## src/rtl/rtc_pkg.sv

```systemverilog
package rtc_pkg;

  localparam int ADR_SEC  = 0;
  localparam int ADR_MIN  = 1;
  localparam int ADR_HOUR = 2;
  localparam int ADR_WDAY = 3;
  localparam int ADR_MDAY = 4;
  localparam int ADR_MON  = 5;
  localparam int ADR_YEAR = 6;
  localparam int ADR_A    = 7;
  localparam int ADR_B    = 8;
  localparam int ADR_C    = 9;
  localparam int ADR_D    = 10;

  typedef struct packed {
    logic [7:0] sec;
    logic [7:0] min;
    logic [7:0] hour;
    logic [7:0] wday;
    logic [7:0] mday;
    logic [7:0] mon;
    logic [7:0] year;
  } rtc_time_t;

  // packed BCD byte to binary value
  function automatic logic [6:0] bcd_to_bin(input logic [7:0] b);
    return 7'(b[7:4] * 4'd10 + b[3:0]);
  endfunction

  // binary value (0..99) to packed BCD byte
  function automatic logic [7:0] bin_to_bcd(input logic [6:0] v);
    logic [3:0] tens;
    logic [3:0] ones;
    tens = 4'(v / 7'd10);
    ones = 4'(v % 7'd10);
    return {tens, ones};
  endfunction

endpackage

```

## src/rtl/rtc_secgen.sv

```systemverilog
module rtc_secgen #(
  parameter int PER_HZ = 1024
) (
  input  logic clk,
  input  logic rst_n,
  input  logic run,
  input  logic pps,
  input  logic per_tick,
  output logic sec_tick
);
  localparam int HALF  = PER_HZ / 2;
  localparam int CNT_W = $clog2(HALF + 1);

  logic             run_q;
  logic             wait_q;
  logic [CNT_W-1:0] cnt_q;
  logic             half_done;

  assign half_done = per_tick && (cnt_q == CNT_W'(HALF - 1));
  assign sec_tick  = run && (wait_q ? half_done : (pps && run_q));

  always_ff @(posedge clk) begin
    if (!rst_n) begin
      run_q  <= 1'b1;
      wait_q <= 1'b0;
      cnt_q  <= '0;
    end else begin
      run_q <= run;
      if (!run) begin
        wait_q <= 1'b0;
        cnt_q  <= '0;
      end else if (!run_q) begin
        wait_q <= 1'b1;
        cnt_q  <= '0;
      end else if (wait_q && per_tick) begin
        if (half_done) wait_q <= 1'b0;
        else           cnt_q  <= cnt_q + 1'b1;
      end
    end
  end

  // no seconds advance while waiting for the half-second delay without a periodic tick
  assert_half_wait_R8: assert property (@(posedge clk) disable iff (!rst_n)
    (wait_q && !per_tick) |-> !sec_tick);

  // a stopped divider lets no pulse through in the next cycle either
  assert_stop_quiet_R7: assert property (@(posedge clk) disable iff (!rst_n)
    (!run && !pps) |=> (!sec_tick || wait_q || run_q));

endmodule

```

## src/rtl/rtc_calendar.sv

```systemverilog
module rtc_calendar
  import rtc_pkg::*;
(
  input  rtc_time_t cur,
  input  logic      bin_mode,
  output rtc_time_t nxt
);
  logic [6:0] d_sec, d_min, d_hour, d_wday, d_mday, d_mon, d_year;
  logic       c_min, c_hour, c_day, c_mon, c_year;
  logic [6:0] dim;

  function automatic logic [6:0] dec(input logic [7:0] raw, input logic bm);
    return bm ? raw[6:0] : bcd_to_bin(raw);
  endfunction

  function automatic logic [7:0] enc(input logic [6:0] v, input logic bm);
    return bm ? {1'b0, v} : bin_to_bcd(v);
  endfunction

  function automatic logic [6:0] month_len(input logic [6:0] m, input logic [6:0] y);
    int  full;
    logic leap;
    full = (y < 7'd50) ? 2000 + int'(y) : 1900 + int'(y);
    leap = (full % 4 == 0) && ((full % 100 != 0) || (full % 400 == 0));
    case (m)
      7'd4, 7'd6, 7'd9, 7'd11: return 7'd30;
      7'd2:                    return leap ? 7'd29 : 7'd28;
      default:                 return 7'd31;
    endcase
  endfunction

  always_comb begin
    d_sec  = dec(cur.sec,  bin_mode);
    d_min  = dec(cur.min,  bin_mode);
    d_hour = dec(cur.hour, bin_mode);
    d_wday = dec(cur.wday, bin_mode);
    d_mday = dec(cur.mday, bin_mode);
    d_mon  = dec(cur.mon,  bin_mode);
    d_year = dec(cur.year, bin_mode);
    dim    = month_len(d_mon, d_year);

    c_min  = d_sec >= 7'd59;
    c_hour = c_min  && (d_min  >= 7'd59);
    c_day  = c_hour && (d_hour >= 7'd23);
    c_mon  = c_day  && (d_mday >= dim);
    c_year = c_mon  && (d_mon  >= 7'd12);

    nxt      = cur;
    nxt.sec  = enc(c_min ? 7'd0 : d_sec + 7'd1, bin_mode);
    if (c_min)  nxt.min  = enc(c_hour ? 7'd0 : d_min + 7'd1, bin_mode);
    if (c_hour) nxt.hour = enc(c_day ? 7'd0 : d_hour + 7'd1, bin_mode);
    if (c_day) begin
      nxt.wday = enc((d_wday >= 7'd7) ? 7'd1 : d_wday + 7'd1, bin_mode);
      nxt.mday = enc(c_mon ? 7'd1 : d_mday + 7'd1, bin_mode);
    end
    if (c_mon)  nxt.mon  = enc(c_year ? 7'd1 : d_mon + 7'd1, bin_mode);
    if (c_year) nxt.year = enc((d_year >= 7'd99) ? 7'd0 : d_year + 7'd1, bin_mode);
  end

endmodule

```

## src/rtl/rtc_core.sv

```systemverilog
module rtc_core
  import rtc_pkg::*;
#(
  parameter int ADDR_W = 4,
  parameter int PER_HZ = 1024
) (
  input  logic              clk,
  input  logic              rst_n,
  input  logic              wr_en,
  input  logic              rd_en,
  input  logic [ADDR_W-1:0] addr,
  input  logic [7:0]        wdata,
  output logic [7:0]        rdata,
  input  logic              pps,
  input  logic              per_tick,
  output logic              irq
);
  localparam logic [2:0] DV_NORMAL = 3'b010;
  localparam logic [3:0] RS_1K     = 4'b0110;
  localparam logic [7:0] B_RESET   = 8'h42;
  localparam logic [7:0] D_VALUE   = 8'h80;

  rtc_time_t  time_q, time_nxt;
  logic [2:0] dv_q;
  logic [3:0] rs_q;
  logic       uip_q;
  logic [7:0] regb_q;
  logic       pf_q;
  logic [7:0] rdata_q;
  logic [7:0] rd_val;
  logic       dv_off, sec_tick, adv;
  logic       sel_a, sel_b, sel_c, time_wr;

  assign sel_a   = addr == ADDR_W'(ADR_A);
  assign sel_b   = addr == ADDR_W'(ADR_B);
  assign sel_c   = addr == ADDR_W'(ADR_C);
  assign time_wr = wr_en && (addr < ADDR_W'(ADR_A));
  assign dv_off  = dv_q[2:1] == 2'b11;
  assign adv     = sec_tick && !regb_q[7];
  assign irq     = pf_q && regb_q[6];
  assign rdata   = rdata_q;

  rtc_secgen #(.PER_HZ(PER_HZ)) u_secgen (
    .clk      (clk),
    .rst_n    (rst_n),
    .run      (!dv_off),
    .pps      (pps),
    .per_tick (per_tick),
    .sec_tick (sec_tick)
  );

  rtc_calendar u_cal (
    .cur      (time_q),
    .bin_mode (regb_q[2]),
    .nxt      (time_nxt)
  );

  always_comb begin
    rd_val = 8'h00;
    case (int'(addr))
      ADR_SEC:  rd_val = time_q.sec;
      ADR_MIN:  rd_val = time_q.min;
      ADR_HOUR: rd_val = time_q.hour;
      ADR_WDAY: rd_val = time_q.wday;
      ADR_MDAY: rd_val = time_q.mday;
      ADR_MON:  rd_val = time_q.mon;
      ADR_YEAR: rd_val = time_q.year;
      ADR_A:    rd_val = {~uip_q, dv_q, rs_q};
      ADR_B:    rd_val = regb_q;
      ADR_C:    rd_val = {irq, pf_q, 6'b0};
      ADR_D:    rd_val = D_VALUE;
      default:  rd_val = 8'h00;
    endcase
  end

  always_ff @(posedge clk) begin
    if (!rst_n) begin
      time_q  <= '{sec: 8'h00, min: 8'h00, hour: 8'h00, wday: 8'h07,
                   mday: 8'h01, mon: 8'h01, year: 8'h00};
      dv_q    <= DV_NORMAL;
      rs_q    <= RS_1K;
      uip_q   <= 1'b0;
      regb_q  <= B_RESET;
      pf_q    <= 1'b0;
      rdata_q <= 8'h00;
    end else begin
      if (time_wr) begin
        case (addr[2:0])
          3'd0:    time_q.sec  <= wdata;
          3'd1:    time_q.min  <= wdata;
          3'd2:    time_q.hour <= wdata;
          3'd3:    time_q.wday <= wdata;
          3'd4:    time_q.mday <= wdata;
          3'd5:    time_q.mon  <= wdata;
          default: time_q.year <= wdata;
        endcase
      end else if (adv) begin
        time_q <= time_nxt;
      end
      if (wr_en && sel_a) begin
        dv_q <= wdata[6:4];
        rs_q <= wdata[3:0];
      end
      if (wr_en && sel_b) regb_q <= wdata;
      if (rd_en && sel_a) uip_q <= ~uip_q;
      if (per_tick)                pf_q <= 1'b1;
      else if (rd_en && sel_c)     pf_q <= 1'b0;
      if (rd_en) rdata_q <= rd_val;
    end
  end

  // stopped divider holds the time unless software writes
  assert_div_hold_R7: assert property (@(posedge clk) disable iff (!rst_n)
    (dv_off && !wr_en) |=> $stable(time_q));

  // set inhibit holds the time unless software writes
  assert_set_hold_R9: assert property (@(posedge clk) disable iff (!rst_n)
    (regb_q[7] && !wr_en) |=> $stable(time_q));

  // every read of A flips the update flag
  assert_uip_flip_R10: assert property (@(posedge clk) disable iff (!rst_n)
    (rd_en && sel_a) |=> (uip_q != $past(uip_q)));

  // a write to A leaves the update flag alone
  assert_uip_keep_R10: assert property (@(posedge clk) disable iff (!rst_n)
    (wr_en && sel_a && !rd_en) |=> $stable(uip_q));

  // reading C without a new tick drops the request
  assert_flag_clear_R11: assert property (@(posedge clk) disable iff (!rst_n)
    (rd_en && sel_c && !per_tick) |=> !irq);

  // a periodic tick always leaves the flag set
  assert_flag_set_R11: assert property (@(posedge clk) disable iff (!rst_n)
    per_tick |=> pf_q);

endmodule

```

## config.mk

```make
export PLATFORM = sky130hd
export DESIGN_NAME = rtc_core
export DESIGN_NICKNAME = d
export VERILOG_FILES = /design/src/rtl/rtc_pkg.sv /design/src/rtl/rtc_secgen.sv /design/src/rtl/rtc_calendar.sv /design/src/rtl/rtc_core.sv
export SDC_FILE = /design/constraint.sdc
export NUM_CORES = 1
export LEC_CHECK = 0
export BUFFER_PORTS_ARGS = -buffer_cell sky130_fd_sc_hd__buf_2
export CORE_MARGIN = 5
export CORE_UTILIZATION = 30
export CTS_BUF_LIST = sky130_fd_sc_hd__clkbuf_2 sky130_fd_sc_hd__clkbuf_4 sky130_fd_sc_hd__clkbuf_8
export DETAILED_ROUTE_END_ITERATION = 10
export HOLD_SLACK_MARGIN = 0.12
export SYNTH_ARGS = -nofsm -noshare
export SYNTH_HDL_FRONTEND = slang
export SYNTH_HIERARCHICAL = 1
export SYNTH_SLANG_ARGS = --single-unit
```

## constraint.sdc

```tcl
create_clock -name clk -period 16.6 [get_ports clk]
set_input_delay 3.32 -clock clk [delete_from_list [all_inputs] [get_ports clk]]
set_output_delay 3.32 -clock clk [all_outputs]
set_load 0.01 [all_outputs]
```

==> results.cfg, run 1 <==
[floorplan]
die_h_um = 209.6
initial_core_util_pct = 30.24
coreArea_um2 = 39550
num_io_pins = 27
die_area_um2 = 43950
rows = 73
die_w_um = 209.6

[synthesis]
avgSynthCellArea_um2 = 7.665
synth.largest_area_cell = dfxtp_1
synth_nets = 1663
seq_area_frac_synth_pct = 15.57
yosysUniqueCellTypes = 118
ys_top_cells_by_area = dfxtp_1, ha_1, a21oi_1, nor2_1, nand2_1
yosysWarningCount = 6
netlist_area_um2 = 11960
synth-async-reset-ratio_pct = 0
synth_flop_cell = dfxtp_1
netlist.area_leader.share_pct = 15.57
synth_seq_cells = 93
synth_edf_count = 0
synth_cells = 1560

[sta]
slew_headroom_pct = 39.03
worstMarginPinSlew_ns = 0.9128
fin_ws_ns = 5.834
hold_viol = 0
rsz0062_at_grt = no
drv_slew = 0
clock_skew_ns = 0.01595
clock.fmax_mhz = 92.88
finalSetupViolCount = 0
fin_crit_sh_pct = 64.86
timing.hold.ws_ns = 0.4637
setup-tns-final_ns = 0
period_needed_ns = 10.77

[finish]
fillerInstances = 4234
diodes = 0
drive_above_1_share_pct = 12.50
multi_input_area_um2 = 9498
postLayoutCellArea_um2 = 12570
fin_cells = 2053
postLayoutCoreUtil_pct = 31.79
nets = 1626
regArea_um2 = 1866
layout_common_cells = nor2_1, a21oi_1, nand2_1, dfxtp_1, o21ai_0
area_growth_syn_to_layout_pct = 5.159

[setup_path]
cp_common_cell = ha_1
cp.required_ns = 16.92
critPathLaunchType = flip-flop
rrSetupSlack_ns = 5.83
end_kind = flip-flop
slowest_stage = nor4_4
cp.arrival_ns = 11.09
cp_max_fo = 31
critical_path.max_stage_delay_ns = 0.77
path_class = flip-flop to flip-flop

[global_routing]
grt_use_met2_pct = 24.52
gr-max-usage-layer = met2
antenna_found_initial = 0
grt_util_met3_pct = 1.570
grt_usage_pct = 15.30
grt-ovfl-total = 0
grt_start_max_net_pins = 63
grt_util_met1_pct = 21.96
grt_pass1_wl_um = 57170
grt_pass1_vias = 10860

[clock_tree]
cts_resized = 0
htree_num_levels = 3
cts_made_buffers = 9
tritoncts = done
root_buffer = clkbuf_8
clkTransAtPathRegs_ns = 0.10
clk_latency_ns = 0.39
cts_setup_buffers = 0
max-clock-path-buffers = 2
cts.sinks = 93
ctsHoldBuffers = 0

[drt]
drt-pass1-iter-count = 5
drt_iter0_markers = 1031
drc = 0
dr_total_vias = 11910
antenna_left = 0
wl_per_cell_um = 17.44
wirelength_um = 35810
vias_per_cell = 5.803

[pwr]
vdd_ir_drop_max_mv = 0.03920
power.leakage_nw = 4.728
power.density_nw_per_um2 = 106.6
total_power_mw = 1.340

[placed_design]
io_buffers = 26
dpl.cell_count = 2037
dp_hpwl_um = 25930
placed_area_um2 = 12350
place_ws_ns = 5.984
gp_congestion = 0.8873

[min_path]
hold_class = flip-flop to flip-flop

[status]
status = finished, final reports clean

[run]
max_cap_violations = 0
[power by group]
group          internal [mW]  total, mW  leakage, nW  switching, mW
Clock                 0.0901      0.180        0.117         0.0895
Sequential             0.239      0.275        0.763         0.0359
Combinational          0.358      0.886         3.85          0.527
[logic make-up after synthesis]
logic type	count (synthesis)	synth area share (%)
fa+ha+maj	86	9.857
other cells	1	0.03136
mux	66	6.257
flops	93	15.57
buf+inv	120	5.064
xor+xnor	73	5.462
simple gates	591	25.86
compound gates	530	31.90
[path summary, 6_finish.rpt]
path | cells after the start | endpoint | startpoint
max | 41 | time_q[19] | time_q[5]
min | 2 | rdata[6] | rdata[6]
max reg2reg | 41 | time_q[19] | time_q[5]
min reg2reg | 2 | rdata[6] | rdata[6]
[cells in the mapped netlist (8+ instances only)]
library cell  instances
and3_1               18
o211ai_1             13
a22oi_1              15
nor2_1              135
inv_1                38
nor2b_1              18
a21oi_1             135
nand2b_1             23
a211oi_1             26
xnor2_1              42
or3_1                12
buf_6                13
o31a_1                8
a32oi_1              11
o21a_1                9
nor3b_1              10
fa_1                 14
clkbuf_1             41
nand2_1             133
or2_2                 8
or4_1                12
o21ai_0              91
o31ai_1              10
buf_2                19
and2_1               30
mux2_2               26
nand4_1              10
nor3_1               35
dfxtp_1              93
mux2i_1              34
a31oi_1              27
o21ai_1              15
a21oi_2              12
nand3_1              81
a21o_1               12
xor2_1               30
a211oi_2             28
ha_1                 71
[area by class of cell]
cell class | instances | area share (%)
Clock buffer | 10 | 1.095
Tap cell | 525 | 5.224
Multi-Input combinational cell | 1347 | 75.53
Timing Repair Buffer | 32 | 1.393
Clock inverter | 6 | 0.7264
Inverter | 40 | 1.194
Sequential cell | 93 | 14.84
[worst max-delay path: cells and delay by family (launching register included)]
kind            cells  cell delay [ns]
flops               1             0.55
buf+inv             2             0.59
fa+ha+maj           8             2.34
mux                 4             0.94
xor+xnor            1             0.28
simple gates       14             3.16
compound gates     12             2.83
[metal layers]
metal,share of wire (%),up-vias
met2,45,334
met3,5.1,52
met5,0,-
met4,2.2,0
li1,-,5791
met1,48,5736
[registers in the layout, indices dropped and copies added (netlist names)]
signal           count
time_q              56
u_secgen/cnt_q      10
rdata                8
regb_q               8
rs_q                 4
dv_q                 3
pf_q                 1
u_secgen/run_q       1
u_secgen/wait_q      1
uip_q                1
Power figures use the tool's default switching activity.
==> run 2: changes to the inputs <==
==> constraint.sdc (replaced) <==
create_clock -name clk -period 9 [get_ports clk]
set_input_delay 1.8 -clock clk [delete_from_list [all_inputs] [get_ports clk]]
set_output_delay 1.8 -clock clk [all_outputs]
set_load 0.01 [all_outputs]
==> results.cfg, run 2 (synthesis gave the netlist of run 1 again) <==
[finish]
largest_register_ffs = 56
layout_common_cells = nor2_1, a21oi_1, nand2_1, o21ai_0, dfxtp_1
nets = 1659
postLayoutCoreUtil_pct = 32.73
diodes = 0
drive_above_1_share_pct = 16.08
final_common_cell = nor2_1
top_register = time_q
fin_cells = 2086
fillerInstances = 4188
postLayoutCellArea_um2 = 12950
top_regs = time_q: 56 flops, u_secgen/cnt_q: 10 flops
area_growth_syn_to_layout_pct = 8.266

[floorplan]
num_io_pins = 27
initial_core_util_pct = 30.24
die_h_um = 209.6
coreArea_um2 = 39550
die_w_um = 209.6
die_area_um2 = 43950
rows = 73

[clock_tree]
htree_num_levels = 3
cts_made_buffers = 9
cts.sinks = 93
root_buffer = clkbuf_8
clk_latency_ns = 0.39
tritoncts = done
max-clock-path-buffers = 2
clkTransAtPathRegs_ns = 0.10

[global_routing]
grt-ovfl-total = 0
grt_start_max_net_pins = 48
grt_pass1_vias = 11220
antenna_found_initial = 0
grt_pass1_wl_um = 58320
grt_usage_pct = 15.62

[drt]
antenna_left = 0
vias_per_cell = 5.784
wirelength_um = 36240
drt_iter0_markers = 963
dr_total_vias = 12070
drt-pass1-iter-count = 8
wl_per_cell_um = 17.37
drc = 0

[min_path]
hold_class = flip-flop to flip-flop

[setup_path]
critPathLaunchType = flip-flop
cp_max_fo = 8
slowest_stage = fa_2
cp.arrival_ns = 8.92
cp.required_ns = 9.32
path_buf_inv = 1
end_kind = flip-flop
path_class = flip-flop to flip-flop
cpLargestDelayFamily = compound AO/OA/AOI/OAI gates
critical_path.max_stage_delay_ns = 0.61
rrSetupSlack_ns = 0.40

[pwr]
power.density_nw_per_um2 = 195.5
vdd_ir_drop_max_mv = 0.08555
power.leakage_nw = 4.897

[sta]
setup-tns-final_ns = 0
clock.fmax_mhz = 116.2
clock_skew_ns = 0.01956
worstMarginPinSlew_ns = 0.9286
fin_crit_sh_pct = 95.60
drv_slew = 0
period_needed_ns = 8.604
slew_headroom_pct = 37.88
finalSetupViolCount = 0
hold_viol = 0

[run]
max_cap_violations = 0

[placed_design]
gp_congestion = 0.8801
dp_hpwl_um = 26720
io_buffers = 26
dpl.cell_count = 2063
placed_area_um2 = 12550

[status]
status = finished, final reports clean
run 2: what timing repair did:
action | 4_1_cts | 5_1_grt
hold buffers | 0 | 0
gates cloned | 0 | 0
pin swaps | 1 | 19
endpoints found under the hold margin | 0 | 0
setup buffers | 3 | 4
gates resized for setup | 6 | 29
setup endpoints to repair | 3 | 7
run 2: metrics by stage:
step	worst slack, ns	power [mW]	hold slack, ns
2_1_floorplan	0.003903	1.806	0.4329
3_3_place_gp	0.07917	2.108	0.4536
3_5_place_dp	-0.1308	2.145	0.4473
4_1_cts	0.01481	2.447	0.4687
5_1_grt	-0.08209	2.739	0.4878
6_report	0.3958	2.531	0.4703
run 2: final timing paths:
check | from | endpoint | depth (start not counted)
worst min register to register | rdata[6] | rdata[6] | 2
worst min-delay path | rdata[6] | rdata[6] | 2
worst max-delay path | time_q[5] | time_q[19] | 40
worst max register to register | time_q[5] | time_q[19] | 40
run 2: layout make-up:
class                           count  area, um^2  share of cell area [%]
Multi-Input combinational cell   1347        9657                   74.59
Tap cell                          525       656.9                   5.074
Clock buffer                       11       151.4                   1.169
Inverter                           40       150.1                   1.160
Clock inverter                      5       32.53                  0.2513
Sequential cell                    93        1868                   14.43
Timing Repair Buffer               65       430.4                   3.325
run 2: worst reg2reg max path, delay by kind of cell (launching register included):
kind / cells / cell delay, ns
AO/OA/AOI/OAI: 15 / 2.99
AND/OR/NAND/NOR: 12 / 2.40
adder cells (fa/ha/maj): 9 / 2.18
multiplexers: 3 / 0.60
flip-flops: 1 / 0.34
buffers and inverters: 1 / 0.04
run 2: where the power goes:
part | internal (mW) | leakage [nW] | switching [mW]
Sequential | 0.441 | 0.764 | 0.0623
Clock | 0.116 | 0.0995 | 0.157
Combinational | 0.730 | 4.03 | 1.02
run 2: metal layers:
layer | track usage (%) | wire (um) | up-vias | part of all wire, %
met5 | 0 | 0 | - | 0
met4 | 3.263 | 690 | 0 | 1.9
met3 | 1.824 | 2030 | 49 | 5.6
met2 | 25.52 | 16480 | 354 | 45
met1 | 22.23 | 17040 | 5790 | 47
li1 | - | - | 5872 | -
